==> src/rtl/porta_pkg.sv <==
package porta_pkg;

  typedef enum logic [2:0] {
    OP_IDLE       = 3'd0,
    OP_F1_WR      = 3'd1,
    OP_F2_RD      = 3'd2,
    OP_MB1_WR     = 3'd3,
    OP_MB2_RD     = 3'd4,
    OP_LOOP_QUIET = 3'd5,
    OP_LOOP_BUS   = 3'd6
  } porta_op_e;

endpackage

==> src/rtl/porta_decode.sv <==
module porta_decode
  import porta_pkg::*;
(
  input  logic      rst_n,
  input  logic      sel_n,
  input  logic      dir_wr,
  input  logic      en,
  input  logic      mbx_sel,
  input  logic      loop_n,
  output porta_op_e op,
  output logic      drive_bus
);

  // Bus direction depends only on select and direction, never on enable.
  assign drive_bus = rst_n && !sel_n && !dir_wr;

  always_comb begin
    op = OP_IDLE;
    if (rst_n && !sel_n && en) begin
      if (!loop_n) begin
        if (!mbx_sel) op = dir_wr ? OP_LOOP_QUIET : OP_LOOP_BUS;
      end else if (dir_wr) begin
        op = mbx_sel ? OP_MB1_WR : OP_F1_WR;
      end else begin
        op = mbx_sel ? OP_MB2_RD : OP_F2_RD;
      end
    end
  end

endmodule

==> src/rtl/porta_mailbox.sv <==
module porta_mailbox #(
  parameter int W = 36
) (
  input  logic         clk,
  input  logic         rst_n,
  input  logic         wr_en,
  input  logic [W-1:0] wr_data,
  input  logic         rd_en,
  output logic [W-1:0] rd_data,
  output logic         empty
);

  logic load, drain;
  assign load  = wr_en && empty;
  assign drain = rd_en && !empty;

  always_ff @(posedge clk or negedge rst_n) begin
    if (!rst_n) begin
      rd_data <= '0;
      empty   <= 1'b1;
    end else begin
      if (load) rd_data <= wr_data;
      if (load)       empty <= 1'b0;
      else if (drain) empty <= 1'b1;
    end
  end

  AST_MBX_LOAD: assert property (@(posedge clk) disable iff (!rst_n)
    (wr_en && empty) |=> (!empty && rd_data == $past(wr_data)));

  AST_MBX_HOLD: assert property (@(posedge clk) disable iff (!rst_n)
    (!empty && !rd_en) |=> (!empty && $stable(rd_data)));

endmodule

==> src/rtl/porta_outreg.sv <==
module porta_outreg #(
  parameter int W = 36
) (
  input  logic         clk,
  input  logic         rst_n,
  input  logic         load,
  input  logic [W-1:0] load_data,
  output logic [W-1:0] q
);

  always_ff @(posedge clk or negedge rst_n) begin
    if (!rst_n)    q <= '0;
    else if (load) q <= load_data;
  end

  AST_OUT_HOLD: assert property (@(posedge clk) disable iff (!rst_n)
    !load |=> $stable(q));

endmodule

==> src/rtl/porta_ctrl.sv <==
module porta_ctrl
  import porta_pkg::*;
#(
  parameter int W = 36
) (
  input  logic         clk,
  input  logic         rst_n,
  input  logic         sel_n,
  input  logic         dir_wr,
  input  logic         en,
  input  logic         mbx_sel,
  input  logic         loop_n,
  input  logic [W-1:0] pa_din,
  output logic [W-1:0] pa_dout,
  output logic         pa_oe,
  output logic [W-1:0] f1_wdata,
  output logic         f1_wvalid,
  input  logic         f1_wready,
  input  logic [W-1:0] f2_rdata,
  input  logic         f2_rvalid,
  output logic         f2_rready,
  input  logic         mb1_rd,
  output logic [W-1:0] mb1_data,
  output logic         mb1_empty,
  input  logic         mb2_wr,
  input  logic [W-1:0] mb2_wdata,
  output logic         mb2_empty
);

  porta_op_e    op;
  logic         is_loop;
  logic         out_load;
  logic [W-1:0] out_data;
  logic [W-1:0] mb2_q;

  porta_decode u_dec (
    .rst_n     (rst_n),
    .sel_n     (sel_n),
    .dir_wr    (dir_wr),
    .en        (en),
    .mbx_sel   (mbx_sel),
    .loop_n    (loop_n),
    .op        (op),
    .drive_bus (pa_oe)
  );

  assign is_loop = (op == OP_LOOP_QUIET) || (op == OP_LOOP_BUS);

  // Loopback pairs the two handshakes: each side waits on the other FIFO's flag.
  assign f1_wvalid = (op == OP_F1_WR) || (is_loop && f2_rvalid);
  assign f1_wdata  = is_loop ? f2_rdata : pa_din;
  assign f2_rready = (op == OP_F2_RD) || (is_loop && f1_wready);

  always_comb begin
    out_load = 1'b0;
    out_data = f2_rdata;
    unique case (op)
      OP_F2_RD:    out_load = f2_rvalid;
      OP_LOOP_BUS: out_load = f2_rvalid && f1_wready;
      OP_MB2_RD: begin
        out_load = !mb2_empty;
        out_data = mb2_q;
      end
      default:     out_load = 1'b0;
    endcase
  end

  porta_outreg #(.W(W)) u_out (
    .clk       (clk),
    .rst_n     (rst_n),
    .load      (out_load),
    .load_data (out_data),
    .q         (pa_dout)
  );

  porta_mailbox #(.W(W)) u_mb1 (
    .clk     (clk),
    .rst_n   (rst_n),
    .wr_en   (op == OP_MB1_WR),
    .wr_data (pa_din),
    .rd_en   (mb1_rd),
    .rd_data (mb1_data),
    .empty   (mb1_empty)
  );

  porta_mailbox #(.W(W)) u_mb2 (
    .clk     (clk),
    .rst_n   (rst_n),
    .wr_en   (mb2_wr),
    .wr_data (mb2_wdata),
    .rd_en   (op == OP_MB2_RD),
    .rd_data (mb2_q),
    .empty   (mb2_empty)
  );

  always_comb begin
    if (!rst_n) begin
      AST_RESET_QUIET: assert (!pa_oe && !f1_wvalid && !f2_rready);
    end
  end

  AST_RD_CAPTURE: assert property (@(posedge clk) disable iff (!rst_n)
    (op == OP_F2_RD && f2_rvalid) |=> (pa_dout == $past(f2_rdata)));

  AST_MB2_DRAIN: assert property (@(posedge clk) disable iff (!rst_n)
    (op == OP_MB2_RD && !mb2_empty) |=> mb2_empty);

  AST_LOOP_QUIET_HIZ: assert property (@(posedge clk) disable iff (!rst_n)
    (op == OP_LOOP_QUIET) |-> !pa_oe);

  AST_LOOP_PAIRED: assert property (@(posedge clk) disable iff (!rst_n)
    (is_loop && f2_rready && f2_rvalid) |-> (f1_wvalid && f1_wready));

endmodule

==> config.mk <==
export PLATFORM = sky130hd
export DESIGN_NAME = porta_ctrl
export DESIGN_NICKNAME = d
export VERILOG_FILES = /design/src/rtl/porta_pkg.sv /design/src/rtl/porta_decode.sv /design/src/rtl/porta_mailbox.sv /design/src/rtl/porta_outreg.sv /design/src/rtl/porta_ctrl.sv
export SDC_FILE = /design/constraint.sdc
export NUM_CORES = 1
export LEC_CHECK = 0
export BUFFER_PORTS_ARGS = -buffer_cell sky130_fd_sc_hd__buf_2
export CAP_MARGIN = 20
export CORE_ASPECT_RATIO = 0.8
export CORE_MARGIN = 2
export CORE_UTILIZATION = 48
export CTS_CLUSTER_SIZE = 40
export DETAILED_ROUTE_END_ITERATION = 8
export PLACE_DENSITY = 0.82
export SLEW_MARGIN = 30
export SYNTH_ARGS = -nofsm -noshare
export SYNTH_HDL_FRONTEND = slang
export SYNTH_SLANG_ARGS = --single-unit
==> constraint.sdc <==
create_clock -name clk -period 2.3 [get_ports clk]
set_input_delay 0.23 -clock clk [delete_from_list [all_inputs] [get_ports clk]]
set_output_delay 0.23 -clock clk [all_outputs]
set_load 0.03 [all_outputs]
# ---- Word-level counts from Yosys, hierarchy flattened
# Index checks and enable logic that the tools add are counted.
dict set report totals {
  ff_bits 110
}
dict set report classes {
  n_eq_ne 6
  mux 14
  n_reduce_logical 19
}
# cell n
set op_table {}
lappend op_table {{2-to-1 mux 36 bit} 2}
lappend op_table {{2-to-1 mux 3 bit} 5}
lappend op_table {{logical AND 1 bit} 10}
lappend op_table {{equality test 3 bit, second input constant} 3}
lappend op_table {{equality test 3 x 2 -> 1 bit, second input constant} 2}
lappend op_table {{logical NOT 1 bit} 4}
lappend op_table {{2-to-1 mux 1 bit} 4}
lappend op_table {{2-to-1 mux 2 bit} 2}
lappend op_table {{nonzero test 2 bit} 2}
lappend op_table {{equality test 3 x 1 -> 1 bit, second input constant} 1}
lappend op_table {{logical OR 1 bit} 3}
lappend op_table {{one-hot mux 1 bit (3 select lines)} 1}

# ---- Longest topological paths before layout
dict set report depth {
  word_depth 8
  depth_mapped 9
  mapped_depth_nobuf 7
}

# ---- Modules after synthesis
# From an unflattened synthesis, not the netlist that was laid out.
dict set report hier_totals {
  cells_unflattened 344
  hier_area_um2 5790.6
}
# mod n_inst cells_per_inst area_per_inst_um2
set by_module_without_submodules {}
lappend by_module_without_submodules {porta_mailbox 2 79 1530.2}
lappend by_module_without_submodules {porta_outreg 1 76 1490.2}
lappend by_module_without_submodules {porta_ctrl 1 95 1128.6}
lappend by_module_without_submodules {porta_decode 1 15 111.4}

# ---- Least setup slack after synthesis
# OpenSTA, ideal clock, no wires.
dict set report synth_path {
  path_kind {input-to-output}
  from {in dir_wr}
  to {out f1_wdata[8]}
  arrival_time_ns 2.086
  slack_ns -0.016
  path_stages 7
  n_path_buf 1
  cell_sequence {inv_1 ha_1 mux2i_1 and2b_2 o21ai_4 buf_4 mux2_1}
}
dict set report synth_via {
  elab_chain_len 7
  word_cells_on_any_way 9
}
# item line_no
set synth_lines {}
lappend synth_lines {{start: declaration} porta_ctrl.sv:9} ;# input logic dir_wr,
lappend synth_lines {{2-to-1 mux 2 bit} porta_decode.sv:21} ;# if (!mbx_sel) op = dir_wr ? OP_LOOP_QUIET : OP_LOOP_BUS;
lappend synth_lines {{2-to-1 mux 3 bit} porta_decode.sv:21}
lappend synth_lines {{2-to-1 mux 3 bit (*)} porta_decode.sv:20} ;# if (!loop_n) begin
lappend synth_lines {{2-to-1 mux 3 bit (*)} porta_decode.sv:19} ;# if (rst_n && !sel_n && en) begin
lappend synth_lines {{equality test 3 bit} porta_ctrl.sv:47} ;# assign is_loop = (op == OP_LOOP_QUIET) || (op == OP_LOOP_BUS);
lappend synth_lines {{logical OR 1 bit (*)} porta_ctrl.sv:47}
lappend synth_lines {{2-to-1 mux 36 bit (*)} porta_ctrl.sv:51} ;# assign f1_wdata = is_loop ? f2_rdata : pa_din;
lappend synth_lines {{end: declaration} porta_ctrl.sv:16} ;# output logic [W-1:0] f1_wdata,
# Mark *: on every way between the ends. The rest lies on a longest branch, timed or not.

# ---- Final worst setup path
dict set report layout_path {
  from {in dir_wr}
  to {out f1_wdata[31]}
}
# Same word-level chain as after synthesis.

==> flow_metrics.py <==
metrics = {
    "run_status": {
        "outcome": "finished, final reports clean",
    },
    "sta": {
        "slew_headroom_pct": 51.7,
        "setup_viol": 0,
        "drv_slew": 0,
        "finalClockSkew_ps": 8.71,
        "whs_ps": 41.9,
        "finalCritPeriodShare_pct": 98.9,
        "setup_ws_ps": 24.8,
        "hold_violations": 0,
        "worstMarginPinSlew_ps": 725,
        "tns_ps": 0,
        "fmax_mhz": 440,
        "fin_crit_ps": 2280,
    },
    "pwr": {
        "p_per_area_mw_per_mm2": 964,
        "cellLeakagePower_nw": 3.79,
        "vdd.ir_drop.worst_mv": 0.587,
    },
    "critical_path": {
        "path_buf_inv": 4,
        "slowest_delay_ps": 320,
        "crit_required_ps": 2070,
        "worstPathMaxFanout": 8,
        "path_cells": "buf_4, ha_2, mux2_4, and2b_2, o21ai_4, buf_12, buf_16, mux2_4, buf_6",
        "cp_data_arrival_time_ps": 2050,
        "reg2regPathDepth": 4,
        "slowest_stage": "mux2_4",
        "critPathKind": "input port to output port",
        "worstSetupEndpoint": "f1_wdata[31]",
        "end_kind": "output port",
        "startpoint_type": "input port",
        "rrSetupSlack_ps": 560,
        "r2r_end": "u_mb1.rd_data[8]$_DFFE_PN0P_",
        "startpoint": "dir_wr",
        "cp_num_cells": 9,
        "path_common_cell": "mux2_4",
        "path_delay_family": "multiplexers",
        "rr_startpoint": "u_mb1.empty$_DFFE_PN1P_",
    },
    "detailed_routing": {
        "vias": 3778,
        "dr.pass1.iters": 4,
        "drc": 0,
        "drt_wl_total_mm": 13.5,
        "viasPerCell": 5.13,
        "ant_nets": 0,
        "first_iter_violations": 111,
        "wl_per_cell_um": 18.3,
    },
    "logic_synthesis": {
        "yosys.cell_types.count": 29,
        "syn-num-nets": 462,
        "synthesis.instances": 340,
        "ys_warn_count": 0,
        "synth-seq-cells": 110,
        "netlist_area_mm2": 0.00530,
        "avgSynthCellArea_um2": 15.6,
        "ys_seq_area_share_pct": 52.0,
    },
    "clocking": {
        "cts_tree": "yes",
        "clock_sinks": 110,
        "clkLatencyLatePin_ps": 340,
        "cts.path.max_buffers": 2,
        "hold_buffers": 0,
        "cts_made_buffers": 9,
        "cts-htree-levels": 3,
        "clk_pin_slew_ps": 70,
        "cts-root-buf": "clkbuf_16",
    },
    "final_layout": {
        "nFillCells": 769,
        "final_common_cell": "buf_2",
        "drive_above_1_share_pct": 74.5,
        "areaGrowthSynthToFinish_pct": 36.8,
        "fin_util_pct": 67.1,
        "fin_nets": 709,
        "num_antenna_cells": 0,
        "design_area_mm2": 0.00725,
        "mostFrequentLayoutCells": "buf_2, mux2_2, dfrtp_1, mux2_4, mux2_1",
    },
    "die": {
        "die_area_mm2": 0.0119,
        "io_pins": 232,
        "num_rows": 34,
        "core_area_mm2": 0.0108,
        "die_w_um": 121,
        "start_util_pct": 49.1,
        "die_h_um": 98.0,
    },
    "placed_design": {
        "hpwl_mm": 9.52,
        "place_congestion": 0.769,
        "dp_slack_ps": -45.4,
        "numPortBuffers": 231,
        "post_dp_cell_area_mm2": 0.00665,
    },
    "global_routing": {
        "overflow": 0,
        "grt_max_degree": 58,
        "antenna_found_initial": 0,
        "grt_pass1_wl_mm": 20.7,
        "grt_usage_pct": 22.4,
        "grt_pass1_vias": 4060,
    },
    "run": {
        "maxCapViolCount": 0,
    },
    "worst_hold_path": {
        "hp-class": "input port to async pin",
    },
}
==> registers in the layout, summed over array words and instances (netlist names) <==
name,flops
u_mb2.rd_data,36
u_out.q,36
u_mb2.empty,1
u_mb1.empty,1
u_mb1.rd_data,36
==> per-stage QoR <==
step	total power, W	instances
2_1_floorplan	0.00467	340
3_3_place_gp	0.00537	712
3_5_place_dp	0.00549	712
4_1_cts	0.00703	733
5_1_grt	0.00734	736
6_report	0.00699	736
==> report_power, final <==
group	internal (W)	switching, W
combinational	0.00114	0.00141
clock	0.000773	0.000695
sequential	0.00261	0.000350
==> logic make-up after synthesis <==
family | synth area share, %
AND/OR/NAND/NOR | 2.05
AO/OA/AOI/OAI | 1.28
flip-flops | 52.0
multiplexers | 40.8
buffers and inverters | 3.21
adder cells (fa/ha/maj) | 0.708
==> how the worst min path moves through the flow <==
| stage | end | slack (ps) | depth (start not counted) |
|---|---|---|---|
| global route | u_mb1.rd_data[35]$_DFFE_PN0P_ | 90 | 2 |
| finish | u_mb2.rd_data[27]$_DFFE_PN0P_ | 40 | 2 |
| global placement | u_mb1.rd_data[1]$_DFFE_PN0P_ | 420 | 2 |
| floorplan | u_mb1.rd_data[0]$_DFFE_PN0P_ | -70 | 0 |
| CTS | u_mb1.rd_data[31]$_DFFE_PN0P_ | 60 | 2 |
| detailed placement | u_mb1.rd_data[1]$_DFFE_PN0P_ | 420 | 2 |
==> routing by layer <==
layer	GRT usage [%]	up-vias	wire length, µm
li1	-	1730	-
met4	5.22	0	132
met3	6.02	9	846
met1	25.5	1895	5410
met5	0	-	0
met2	41.7	144	7080
==> what timing repair did <==
action	in CTS	in global routing
setup endpoints to repair	36	36
setup buffers	4	2
pin swaps	0	1
resized for setup	39	22
cloned	1	1
==> cell type report <==
class                   count  area, µm²  area share (%)
flip-flops and latches    110       2760            38.0
multi-input cells         210       2480            34.2
repair buffers            253       1540            21.2
clock buffers              10        239            3.30
well taps                 144        180            2.49
clock inverters             6       46.3           0.639
inverters                   3       13.8           0.190
==> Yosys cell counts (all sizes together) <==
| cell | n | area, µm² |
|---|---|---|
| dfrtp | 108 | 2700 |
| nand3b | 1 | 7.51 |
| nor2 | 6 | 22.5 |
| inv | 3 | 11.3 |
| a211o | 1 | 8.76 |
| o21a | 1 | 7.51 |
| or3 | 1 | 6.26 |
| nor3 | 2 | 10.0 |
| buf | 14 | 148 |
| and2b | 2 | 17.5 |
| nor4b | 1 | 8.76 |
| nor3b | 1 | 7.51 |
| o211ai | 1 | 7.51 |
| a21o | 1 | 8.76 |
| dfstp | 2 | 52.6 |
| o21ai | 1 | 16.3 |
| mux2 | 181 | 2150 |
| nor4 | 1 | 21.3 |
| clkbuf | 3 | 11.3 |
| mux2i | 1 | 10.0 |
| a21oi | 3 | 18.8 |
| nand2 | 2 | 7.51 |
| ha | 3 | 37.5 |
Power figures use the tool's default switching activity.
